[config.mk]
export PLATFORM = sky130hd
export DESIGN_NAME = srt_match_engine
export DESIGN_NICKNAME = d
export VERILOG_FILES = /design/src/rtl/srt_match_engine.sv
export SDC_FILE = /design/constraint.sdc
export NUM_CORES = 1
export LEC_CHECK = 0
export ABC_AREA = 0
export BUFFER_PORTS_ARGS = -buffer_cell sky130_fd_sc_hd__buf_2
export CELL_PAD_IN_SITES_DETAIL_PLACEMENT = 0
export CELL_PAD_IN_SITES_GLOBAL_PLACEMENT = 1
export CORE_MARGIN = 2
export CORE_UTILIZATION = 51
export CTS_BUF_LIST = sky130_fd_sc_hd__clkbuf_4
export DETAILED_ROUTE_END_ITERATION = 16
export PLACE_DENSITY = 0.86
export SLEW_MARGIN = 20
export SYNTH_ARGS = -nofsm -noshare
export SYNTH_HDL_FRONTEND = slang
export SYNTH_SLANG_ARGS = --single-unit
[constraint.sdc]
create_clock -name clk -period 3.3 [get_ports clk]
set_input_delay 0.66 -clock clk [delete_from_list [all_inputs] [get_ports clk]]
set_output_delay 0.66 -clock clk [all_outputs]
set_load 0.005 [all_outputs]
[src/rtl/srt_match_engine.sv]
module srt_match_engine #(
  parameter int MAX_RI = 30,
  parameter int IDX_W  = 6
) (
  input  logic        clk,
  input  logic        rst_n,
  input  logic        cfg_load,
  input  logic [15:0] cfg_own_ring,
  input  logic [15:0] cfg_own_brg,
  input  logic [15:0] cfg_peer_ring,
  input  logic [15:0] cfg_peer_brg,
  input  logic [3:0]  cfg_k,
  input  logic        cfg_sr_en,
  input  logic        sof,
  input  logic        byte_vld,
  input  logic [7:0]  byte_dat,
  input  logic        frm_end,
  output logic        out_en,
  output logic        xmatch,
  output logic        xfail,
  output logic        done
);
  localparam int SA_AT = 8;
  localparam int RC_AT = 14;
  localparam int RD_AT = 16;
  localparam logic [IDX_W-1:0] FIN_BASE = IDX_W'(RC_AT - 1);

  logic en, sr_en_q;
  logic [15:0] own_des, peer_des, own_ring_sh, peer_ring_sh, ring_mask;
  logic busy, done_q, m_q, f_q;
  logic [IDX_W-1:0] cnt;
  logic bc_q, dir_q, have_prev, hit_q;
  logic [4:0] len_q;
  logic [7:0] hi_q;
  logic [15:0] prev_q;

  logic [4:0] rk;
  logic cfg_ok;
  assign rk = 5'd16 - {1'b0, cfg_k};
  assign cfg_ok = (cfg_k != 4'd0)
               && ((cfg_own_brg  >> cfg_k) == 16'd0)
               && ((cfg_peer_brg >> cfg_k) == 16'd0)
               && ((cfg_own_ring  >> rk) == 16'd0)
               && ((cfg_peer_ring >> rk) == 16'd0)
               && (cfg_own_ring != 16'd0) && (cfg_peer_ring != 16'd0)
               && (cfg_own_ring != cfg_peer_ring);

  logic take;
  logic [IDX_W-1:0] idx;
  logic [15:0] des;
  logic [4:0] rc_len;
  logic rc_bad, des_end, fin, ring_own_now, ring_peer_now, pair_hit;

  assign take   = en && byte_vld && (sof || busy);
  assign idx    = sof ? '0 : cnt;
  assign des    = {hi_q, byte_dat};
  assign rc_len = byte_dat[4:0];
  assign rc_bad = rc_len[0] || (rc_len == 5'd0) || (rc_len == 5'd4)
               || (32'(rc_len) > MAX_RI)
               || (!byte_dat[7] && rc_len == 5'd2)
               || (byte_dat[7:6] == 2'b11 && !sr_en_q);
  assign des_end = (idx >= IDX_W'(RD_AT)) && idx[0];
  assign fin     = des_end && (idx == FIN_BASE + IDX_W'(len_q));
  assign ring_own_now  = (des & ring_mask) == own_ring_sh;
  assign ring_peer_now = (des & ring_mask) == peer_ring_sh;
  assign pair_hit = have_prev && (dir_q ? (prev_q == peer_des && ring_own_now)
                                        : (prev_q == own_des  && ring_peer_now));

  logic dec, dm;
  always_comb begin
    dec = 1'b0;
    dm  = 1'b0;
    if (idx == IDX_W'(SA_AT) && !byte_dat[7]) begin
      dec = 1'b1;
    end else if (idx == IDX_W'(RC_AT) && rc_bad) begin
      dec = 1'b1;
    end else if (idx == IDX_W'(RC_AT + 1) && len_q == 5'd2) begin
      dec = 1'b1;
      dm  = 1'b1;
    end else if (fin) begin
      dec = 1'b1;
      dm  = bc_q ? ring_own_now : (hit_q || pair_hit);
    end
  end

  always_ff @(posedge clk or negedge rst_n) begin
    if (!rst_n) begin
      en <= 1'b0; sr_en_q <= 1'b0;
      own_des <= '0; peer_des <= '0; own_ring_sh <= '0; peer_ring_sh <= '0; ring_mask <= '0;
      busy <= 1'b0; done_q <= 1'b0; m_q <= 1'b0; f_q <= 1'b0;
      cnt <= '0; bc_q <= 1'b0; dir_q <= 1'b0; have_prev <= 1'b0; hit_q <= 1'b0;
      len_q <= '0; hi_q <= '0; prev_q <= '0;
    end else if (cfg_load) begin
      en <= cfg_ok;
      busy <= 1'b0; done_q <= 1'b0; m_q <= 1'b0; f_q <= 1'b0;
      if (cfg_ok) begin
        sr_en_q      <= cfg_sr_en;
        own_des      <= (cfg_own_ring << cfg_k) | cfg_own_brg;
        peer_des     <= (cfg_peer_ring << cfg_k) | cfg_peer_brg;
        own_ring_sh  <= cfg_own_ring << cfg_k;
        peer_ring_sh <= cfg_peer_ring << cfg_k;
        ring_mask    <= 16'hFFFF << cfg_k;
      end
    end else if (take) begin
      cnt    <= idx + 1'b1;
      busy   <= !dec && !frm_end;
      done_q <= dec || frm_end;
      m_q    <= dec && dm;
      f_q    <= dec ? !dm : frm_end;
      if (idx == IDX_W'(RC_AT)) begin
        bc_q  <= byte_dat[7];
        len_q <= rc_len;
      end
      if (idx == IDX_W'(RC_AT + 1)) dir_q <= byte_dat[7];
      if (idx >= IDX_W'(RD_AT) && !idx[0]) hi_q <= byte_dat;
      if (des_end) begin
        prev_q    <= des;
        have_prev <= 1'b1;
        hit_q     <= hit_q || pair_hit;
      end else if (idx < IDX_W'(RD_AT)) begin
        have_prev <= 1'b0;
        hit_q     <= 1'b0;
      end
    end else if (frm_end && busy) begin
      busy <= 1'b0; done_q <= 1'b1; f_q <= 1'b1; m_q <= 1'b0;
    end
  end

  assign out_en = en;
  assign xmatch = m_q;
  assign xfail  = f_q;
  assign done   = done_q;
endmodule


==> flow_metrics.env, run 1 <==
export IMPL_clk_latency_ps=560
export IMPL_via_per_inst=6.158
export IMPL_area_growth_pct=16.16
export IMPL_io_pins=87
export IMPL_total_power_mw=3.325
export IMPL_drt_iter0_markers=762
export IMPL_die_h_um=136.9
export IMPL_path_common_cell="buf_4"
export IMPL_clk_path_buf_depth=2
export IMPL_r2r_start="prev_q[5]"
export IMPL_finalMaxSlewViolations=0
export IMPL_wl_mm=28.71
export IMPL_detail_route_antenna_nets=0
export IMPL_slew_headroom=0.5265
export IMPL_io_buffers=86
export IMPL_critical_path_slowest_cell="buf_4"
export IMPL_grt_pass1_vias=7749
export IMPL_synth_top_area_share=0.3472
export IMPL_yosysWarningCount=0
export IMPL_grt_usage=0.3173
export IMPL_drc=0
export IMPL_cts_sinks=125
export IMPL_outcome="finished clean"
export IMPL_yosysUniqueCellTypes=74
export IMPL_clk_pin_slew_ps=120
export IMPL_end_kind="flip-flop"
export IMPL_slowest_delay_ps=370
export IMPL_critPathKind="input port to flip-flop"
export IMPL_synth_async_sr_flop_share=1.000
export IMPL_utilization=0.6051
export IMPL_cts_root_buf="clkbuf_4"
export IMPL_num_vias=8320
export IMPL_worst_pin_slew_ps=702.8
export IMPL_die_w_um=136.9
export IMPL_dieArea_sq_um=18750
export IMPL_finClkSkew_ps=16.52
export IMPL_synth_edf_count=0
export IMPL_worstRegToRegCells=8
export IMPL_grt_ovfl_total=0
export IMPL_max_freq_ghz=0.3327
export IMPL_ys_seq_area_frac=0.3472
export IMPL_p_clk_frac=0.324
export IMPL_syn_nets=1083
export IMPL_cp_arrival_ps=3450
export IMPL_power_leakage_nw=4.836
export IMPL_place_congestion=0.9626
export IMPL_synth_main_ff_cell="dfrtp_1"
export IMPL_synth_top_area_cell="dfrtp_1"
export IMPL_seq_power_share=0.467
export IMPL_finalNetCount=1204
export IMPL_wl_per_cell_um=21.25
export IMPL_pwr_share_comb=0.209
export IMPL_post_place_cells=1318
export IMPL_start_kind="input port"
export IMPL_swShare=0.3320
export IMPL_crit_required_ps=3750
export IMPL_drive_gt1_frac=0.2773
export IMPL_peakVddDrop_uv=238.0
export IMPL_nFillCells=1556
export IMPL_startpoint="cfg_k[0]"
export IMPL_syn_instance_count=991
export IMPL_finalCriticalPeriod_ps=3006
export IMPL_rr_endpoint="xfail"
export IMPL_cap_viol_max_count=0
export IMPL_dpl_hpwl_mm=22.50
export IMPL_finalHoldViolations=0
export IMPL_core_area_sq_um=17300
export IMPL_reg2reg_slack_ps=690
export IMPL_post_cts_setup_buffer_count=0
export IMPL_dr_pass1_iters=5
export IMPL_internal_power_mw=2.221
export IMPL_path_buf_inv=5
export IMPL_setup_viol=0
export IMPL_antenna_found_initial=2
export IMPL_rows=48
export IMPL_period_share=0.9109
export IMPL_cts_tree="yes"
export IMPL_crit_family="buffers and inverters"
export IMPL_power_density_nw_per_um2=317.7
export IMPL_grt_max_degree=64
export IMPL_htree_levels=4
export IMPL_yosys_register_bits=125
export IMPL_path_cells="buf_4 > buf_12 > buf_4 > nand2b_1 > o32ai_1 > o221ai_1 > a2bb2oi_1 > nor4b_4 > buf_4 > o2111a_4 > buf_12 > mux2_2"
export IMPL_syn_area_per_cell_sq_um=9.092
export IMPL_yosys_top_cells_area="dfrtp_1 35%, mux2_2 7.9%, nor2_1 4.5%"
export IMPL_switchingPower_mw=1.104
export IMPL_start_util=0.5209
export IMPL_fin_cells=1351
export IMPL_cts_repair_resized=0
export IMPL_hp_class="input port to async pin"
export IMPL_netlist_area_sq_um=9010
export IMPL_ctsHoldBuffers=0
export IMPL_cts_buffers=17
export IMPL_grt_pass1_wl_mm=44.24
export IMPL_cp_max_fo=31
export IMPL_rsz0062_at_grt="false"
==> cell families after synthesis <==
group / after synthesis / synth area share
muxes: 107 / 0.1496
AOI/OAI and AO/OA: 232 / 0.1766
DFF: 125 / 0.3472
adders and majority gates: 9 / 0.01250
buffers and inverters: 100 / 0.05291
and+or+nand+nor: 343 / 0.1883
xor gates and xnor gates: 75 / 0.07291
==> cells in the final DEF (no fill, tap or decap), types with 7 or more instances in the layout <==
cell,count
dfrtp_1,125
nor2_1,109
buf_4,88
buf_2,84
a21oi_1,76
nand2_1,75
mux2_2,53
xnor2_1,45
o21ai_0,31
xor2_1,30
nor4_1,28
nor3_1,28
mux2i_1,27
inv_1,22
nor2b_1,20
clkbuf_4,17
nand4_1,16
and3_1,16
mux4_2,15
nand3_1,13
o22ai_1,13
mux2_4,12
a21o_1,11
a211oi_1,10
a221o_1,10
o32a_1,8
ha_1,8
nor3b_1,7
==> layout make-up <==
type	instances	area [sq um]	share of cell area
well taps	225	281.5	0.02690
clock inverters	15	152.6	0.01458
flip-flops and latches	125	3128	0.2989
clock buffers	17	127.6	0.01219
multi-input cells	766	5480	0.5236
diodes	1	2.502	0.0002391
repair buffers	178	1201	0.1148
inverters	24	92.59	0.008846
==> registers in the layout (all words and copies together), names as in the netlist, 5 cells and up <==
name	cells
cnt	6
hi_q	8
len_q	5
own_des	16
own_ring_sh	16
peer_des	16
peer_ring_sh	16
prev_q	16
ring_mask	16
==> metrics by stage <==
stage	instance area (sq um)	setup WS, ps	hold WS (ps)	TNS, ps
global route	10470	114.2	68.97	0
global placement	10180	-242.2	463.0	-14620
detailed placement	10180	-270.9	470.9	-16700
floorplan	9125	-34.13	364.4	-480.7
finish	10470	294.0	76.13	0
CTS	10460	329.9	63.92	0
==> cell usage after synthesis (4+ instances only) <==
master,count
and2_1,4
xnor2_1,45
buf_1,9
a211oi_1,10
mux2_2,63
a221o_1,10
nand4_1,16
o221ai_1,5
a21oi_1,76
o32a_1,8
a21o_1,11
nor2b_1,20
a22o_1,6
o22ai_1,13
o21a_1,4
nor4_1,28
nand3_1,13
o32ai_1,5
and3_1,16
buf_6,6
ha_1,9
mux4_2,15
inv_1,23
xor2_1,30
mux2i_1,27
dfrtp_1,125
nor3_1,29
nor2_1,109
nand2_1,75
a31oi_1,6
o21ai_0,32
buf_4,10
clkbuf_1,36
nor3b_1,7
or4_1,5
buf_2,15
nand2b_1,6
==> power groups by stage <==
stage	Sequential [mW]	Clock, mW	Combinational, mW
floorplan	1.58	0	0.374
global placement	1.58	0	0.684
detailed placement	1.58	0	0.684
CTS	1.55	1.08	0.685
global route	1.55	1.16	0.748
finish	1.55	1.08	0.695
==> worst max path at each step <==
stage / endpoint / slack (ps) / depth (start not counted)
after floorplan: sr_en_q / -30 / 14
after global placement: sr_en_q / -240 / 12
after detailed placement: peer_ring_sh[0] / -270 / 12
after CTS: peer_ring_sh[0] / 330 / 12
after global routing: ring_mask[4] / 110 / 13
final: peer_ring_sh[0] / 290 / 12
==> worst register-to-register path, delay by kind of cell (launching register included) <==
family                    cells  cell delay [ps]
AOI/OAI and AO/OA             4              850
DFF                           1              460
xor gates and xnor gates      1              180
and+or+nand+nor               3             1020
==> routing by layer <==
layer / up-vias / GRT usage / wire length [um]
li1: 3905 / - / -
met1: 4057 / 0.4562 / 13250
met5: - / 0 / 0
met4: 0 / 0.08534 / 622
met3: 48 / 0.04926 / 1570
met2: 310 / 0.5006 / 13260
(Power assumes the default switching activity.)
==> inputs of run 2 (changes only) <==
- CORE_UTILIZATION: 51 -> 48
- CTS_CLUSTER_SIZE: unset -> 24
- PLACE_DENSITY: 0.86 -> 0.81
- clock period: 3.3 -> 3.2 ns (I/O delays scaled with it)
==> run 2 against run 1 <==
  * Global-route usage shrank 1.5 points
  * Utilization shrank 3.4 points
  * Critical path depth shrank 1
  * Routed wire length grew 2.0%
  * Sequential power grew 3%
  * Total power grew 2.9%
  * Die area grew 6.1%
  * Final cell count grew 1.0%
  * Combinational power grew 6.3%
  * Non-clock buffer count grew 6
==> flow_metrics.env, run 2 (synthesis results as in run 1) <==
export IMPL_cap_viol_max_count=0
export IMPL_critPathKind="input port to flip-flop"
export IMPL_num_vias=8266
export IMPL_start_kind="input port"
export IMPL_peakVddDrop_uv=179.0
export IMPL_swShare=0.3128
export IMPL_io_pins=87
export IMPL_post_cts_setup_buffer_count=0
export IMPL_via_per_inst=6.056
export IMPL_cp_arrival_ps=3420
export IMPL_die_w_um=141.0
export IMPL_reg2reg_slack_ps=600
export IMPL_finalMaxSlewViolations=0
export IMPL_drt_iter0_markers=694
export IMPL_worst_pin_slew_ps=651.2
export IMPL_setup_viol=0
export IMPL_cts_sinks=125
export IMPL_drc=0
export IMPL_p_clk_frac=0.316
export IMPL_dpl_hpwl_mm=23.04
export IMPL_power_leakage_nw=4.873
export IMPL_finClkSkew_ps=20.34
export IMPL_seq_power_share=0.468
export IMPL_clk_pin_slew_ps=120
export IMPL_wl_mm=29.29
export IMPL_cts_buffers=17
export IMPL_hp_class="input port to async pin"
export IMPL_antenna_found_initial=1
export IMPL_pwr_share_comb=0.216
export IMPL_fin_tns_setup_ps=0
export IMPL_clk_latency_ps=550
export IMPL_rows=50
export IMPL_grt_usage=0.3024
export IMPL_outcome="finished clean"
export IMPL_crit_required_ps=3620
export IMPL_rsz0062_at_grt="false"
export IMPL_grt_ovfl_total=0
export IMPL_start_util=0.4849
export IMPL_cp_max_fo=22
export IMPL_drive_gt1_frac=0.2785
export IMPL_io_buffers=86
export IMPL_max_freq_ghz=0.3339
export IMPL_n_antenna_cell=0
export IMPL_dr_pass1_iters=5
export IMPL_layout_common_cells="125 x dfrtp_1, 108 x nor2_1, 87 x buf_4"
export IMPL_detail_route_antenna_nets=0
export IMPL_end_kind="flip-flop"
export IMPL_cts_tree="yes"
export IMPL_grt_pass1_vias=7993
export IMPL_slew_headroom=0.5659
export IMPL_fin_hold_ws_ps=97.36
export IMPL_cts_root_buf="clkbuf_4"
export IMPL_finalCriticalPeriod_ps=2995
export IMPL_ctsHoldBuffers=0
export IMPL_htree_levels=4
export IMPL_area_growth_pct=17.69
export IMPL_place_congestion=0.9640
export IMPL_power_density_nw_per_um2=322.6
export IMPL_switchingPower_mw=1.070
export IMPL_grt_pass1_wl_mm=45.86
export IMPL_internal_power_mw=2.351
export IMPL_layout_commonest_cell="dfrtp_1"
export IMPL_finalNetCount=1210
export IMPL_die_h_um=141.0
export IMPL_cts_repair_resized=0
export IMPL_total_power_mw=3.421
export IMPL_clk_path_buf_depth=2
export IMPL_finalHoldViolations=0
export IMPL_core_area_sq_um=18580
export IMPL_dieArea_sq_um=19880
export IMPL_wl_per_cell_um=21.46
export IMPL_period_share=0.9359
export IMPL_grt_max_degree=64
export IMPL_utilization=0.5707
==> run 2: cell types whose count changed in the layout (fill, tap and decap cells not counted), moves of 2 or more <==
| cell | before | now |
|---|---|---|
| buf_12 | 6 | 13 |
| clkinvlp_4 | 1 | 6 |
| clkinv_1 | 0 | 4 |
| inv_6 | 6 | 2 |
| clkinv_4 | 4 | 1 |
| inv_8 | 2 | 0 |
==> run 2: layout make-up <==
class	count	area [sq um]
Multi-Input combinational cell	766	5483
Sequential cell	125	3128
Inverter	24	92.59
Timing Repair Buffer	184	1334
Clock buffer	17	127.6
Fill cell	1692	7976
Clock inverter	15	146.4
Tap cell	234	292.8
==> run 2: through the flow <==
stage          cell area, sq um  instances  worst slack (ps)
2_1_floorplan              9133        991            -114.1
6_report                  10600       1365             205.1
5_1_grt                   10600       1365             97.94
3_3_place_gp              10330       1333            -301.0
4_1_cts                   10600       1365             257.3
3_5_place_dp              10330       1333            -319.3
==> run 2: final timing paths <==
path | start | cells after the start | endpoint
max in group asynchronous | rst_n | 2 | own_ring_sh[10]
min in group clk | frm_end | 2 | busy
max reg2reg | prev_q[5] | 8 | xfail
min | rst_n | 1 | ring_mask[3]
min reg2reg | done | 1 | done
max | cfg_k[0] | 11 | own_ring_sh[14]
==> run 2: metal layers <==
metal | track usage | wire length (um)
met5 | 0 | 15
met2 | 0.4688 | 13140
met1 | 0.4312 | 13400
met3 | 0.06046 | 1950
met4 | 0.08947 | 777
==> run 2: critical path, stage by stage <==
cell	delay, ps
buf_4	150
inv_2	100
ha_4	220
nor3_1	240
o21ai_0	190
a2111oi_2	490
a21oi_1	180
nor4b_4	350
o2111a_4	320
buf_12	180
mux2_2	340
==> run 2: power groups by stage <==
| stage | combinational (mW) | sequential [mW] | clock, mW |
|---|---|---|---|
| floorplan | 0.385 | 1.63 | 0 |
| global placement | 0.730 | 1.63 | 0 |
| detailed placement | 0.730 | 1.63 | 0 |
| CTS | 0.732 | 1.60 | 1.09 |
| global route | 0.798 | 1.60 | 1.17 |
| finish | 0.739 | 1.60 | 1.08 |
==> inputs of run 3 (changes only) <==
- ABC_AREA: 0 -> 1
- CORE_UTILIZATION: 48 -> 47
- PLACE_DENSITY: 0.81 -> 0.86
- clock period: 3.2 -> 3.55 ns (I/O delays scaled with it)
==> run 3 against run 2 <==
  * Synthesized cell count grew 61%
  * Clock power shrank 9%
  * Combinational power grew 2.8%
  * Utilization shrank 4.7 points
  * First-iteration DRC count grew 16%
  * Sequential cell count is the same
  * Die area grew 12%
  * Sequential power shrank 9%
  * Total power shrank 6.6%
  * Critical path depth grew 5
  * Global-route usage grew 0.20 points
  * Largest power group unchanged
  * Highest routed layer is now met4
==> flow_metrics.env, run 3 <==
export IMPL_outcome="finished clean"
export IMPL_slew_headroom=0.5620
export IMPL_finalNetCount=1755
export IMPL_yosysWarningCount=0
export IMPL_grt_usage=0.3045
export IMPL_layout_commonest_cell="nand2_1"
export IMPL_via_per_inst=5.278
export IMPL_worstRegToRegCells=13
export IMPL_post_cts_setup_buffer_count=0
export IMPL_clk_path_buf_depth=2
export IMPL_synth_top_area_cell="dfrtp_1"
export IMPL_synth_compound_area_frac=0.1431
export IMPL_nFillCells=2259
export IMPL_finClkSkew_ps=14.79
export IMPL_dr_pass1_iters=8
export IMPL_core_area_sq_um=20820
export IMPL_rows=53
export IMPL_cts_tree="yes"
export IMPL_setup_viol=0
export IMPL_start_kind="input port"
export IMPL_cts_buffers=17
export IMPL_final_area_sq_um=10910
export IMPL_rsz0062_at_grt="false"
export IMPL_grt_pass1_vias=9679
export IMPL_start_util=0.4753
export IMPL_synth_simple_area_share=0.3651
export IMPL_power_leakage_nw=5.777
export IMPL_synth_edf_count=0
export IMPL_num_vias=10302
export IMPL_synth_adder_area_share=0.01138
export IMPL_fin_tns_setup_ps=0
export IMPL_die_h_um=149.1
export IMPL_max_freq_ghz=0.3434
export IMPL_cap_viol_max_count=0
export IMPL_utilization=0.5238
export IMPL_htree_levels=4
export IMPL_power_density_nw_per_um2=292.9
export IMPL_hp_class="input port to async pin"
export IMPL_finalMaxSlewViolations=0
export IMPL_cts_repair_resized=0
export IMPL_worst_pin_slew_ps=650.1
export IMPL_finalCriticalPeriod_ps=2912
export IMPL_yosys_register_bits=125
export IMPL_synth_most_common_cell="nand2_1"
export IMPL_cp_arrival_ps=3340
export IMPL_grt_pass1_wl_mm=52.18
export IMPL_cp_max_fo=20
export IMPL_cts_root_buf="clkbuf_4"
export IMPL_ys_seq_area_frac=0.3161
export IMPL_netlist_area_sq_um=9897
export IMPL_dpl_hpwl_mm=26.33
export IMPL_synth_main_ff_cell="dfrtp_1"
export IMPL_layout_common_cells="600 x nand2_1, 184 x inv_1, 152 x o21ai_0"
export IMPL_synth_commonest_cells="600 x nand2_1, 184 x inv_1, 152 x o21ai_0"
export IMPL_grt_ovfl_total=0
export IMPL_clk_pin_slew_ps=110
export IMPL_syn_instance_count=1591
export IMPL_drc=0
export IMPL_synth_top_family_by_area="simple AND/OR/NAND/NOR gates"
export IMPL_syn_nets=1683
export IMPL_crit_required_ps=3980
export IMPL_wl_mm=33.17
export IMPL_yosysUniqueCellTypes=46
export IMPL_synth_xor_area_frac=0.03805
export IMPL_io_buffers=86
export IMPL_detail_route_antenna_nets=0
export IMPL_place_congestion=0.9339
export IMPL_drive_gt1_frac=0.1057
export IMPL_cts_sinks=125
export IMPL_ctsHoldBuffers=0
export IMPL_peakVddDrop_uv=169.1
export IMPL_synth_async_sr_flop_share=1.000
export IMPL_wl_per_cell_um=16.99
export IMPL_io_pins=87
export IMPL_placed_cell_area_sq_um=10630
export IMPL_clk_latency_ps=530
export IMPL_grt_max_degree=107
export IMPL_critPathKind="input port to flip-flop"
export IMPL_yosys_top_cells_area="dfrtp_1 32%, nand2_1 23%, o21ai_0 7.7%"
export IMPL_area_growth_pct=10.20
export IMPL_finalHoldViolations=0
export IMPL_period_share=0.8203
export IMPL_synth_top_area_share=0.3161
export IMPL_antenna_found_initial=2
export IMPL_muxShareOfSynthArea=0.01795
export IMPL_syn_area_per_cell_sq_um=6.221
export IMPL_die_w_um=149.1
export IMPL_end_kind="flip-flop"
export IMPL_drt_iter0_markers=808
export IMPL_dieArea_sq_um=22230
[run 3: routing by layer]
layer  GRT usage  wire (um)
met4      0.1086       1032
met2      0.5200      15910
met1      0.4006      14720
met5           0          0
met3     0.03272       1513
[run 3: where the power goes]
part	internal (mW)	total, mW	switching (mW)
registers	1.44	1.45	0.00910
clock network	0.413	0.988	0.575
logic	0.237	0.760	0.524
total	2.09	3.19	1.11
[run 3: path summary, 6_finish.rpt]
check	slack, ps	startpoint	end
worst max-delay path	640	cfg_k[1]	own_ring_sh[13]
worst min-delay path	110	rst_n	prev_q[1]
worst max register to register	1570	cnt[0]	xfail
worst min register to register	490	have_prev	have_prev
max in group asynchronous	2670	rst_n	hit_q
min in group clk	410	cfg_peer_brg[3]	peer_des[3]
[run 3: cell type report]
class                           instances  area, sq um  area share
Timing Repair Buffer                  116        748.2     0.06860
Tap cell                              275        344.1     0.03155
Antenna cell                            2        5.005   0.0004589
Sequential cell                       125         3128      0.2868
Clock buffer                           17        127.6     0.01170
Inverter                              189        709.4     0.06505
Multi-Input combinational cell       1214         5697      0.5223
Clock inverter                         14        147.6     0.01354
[run 3: worst max-delay path, cell delays in order]
cell and delay (ps):
buf_2 120, inv_2 40, ha_1 330, clkinv_1 370, buf_4 300, o21ai_1 100, a21oi_1 90, nor3_1 140
nand3_1 90, a21oi_1 230, nand2_2 130, nor2_8 230, buf_4 270, nand2_1 80, nand2_1 70, inv_1 40
[run 3: through the flow]
stage | power [mW] | hold WS, ps | std cells | worst slack, ps
6_report | 3.195 | 110.1 | 1952 | 637.9
2_1_floorplan | 1.923 | 414.4 | 1591 | 57.72
5_1_grt | 3.350 | 107.3 | 1951 | 394.2
3_5_place_dp | 2.222 | 465.0 | 1919 | 131.7
3_3_place_gp | 2.226 | 460.5 | 1919 | 215.2
4_1_cts | 3.200 | 107.8 | 1950 | 694.4
[run 3: cells by family after synthesis]
kind of cell	count (synthesis)
mux	17
buf+inv	252
compound gates	262
flops	125
fa+ha+maj	9
xor+xnor	43
simple gates	883
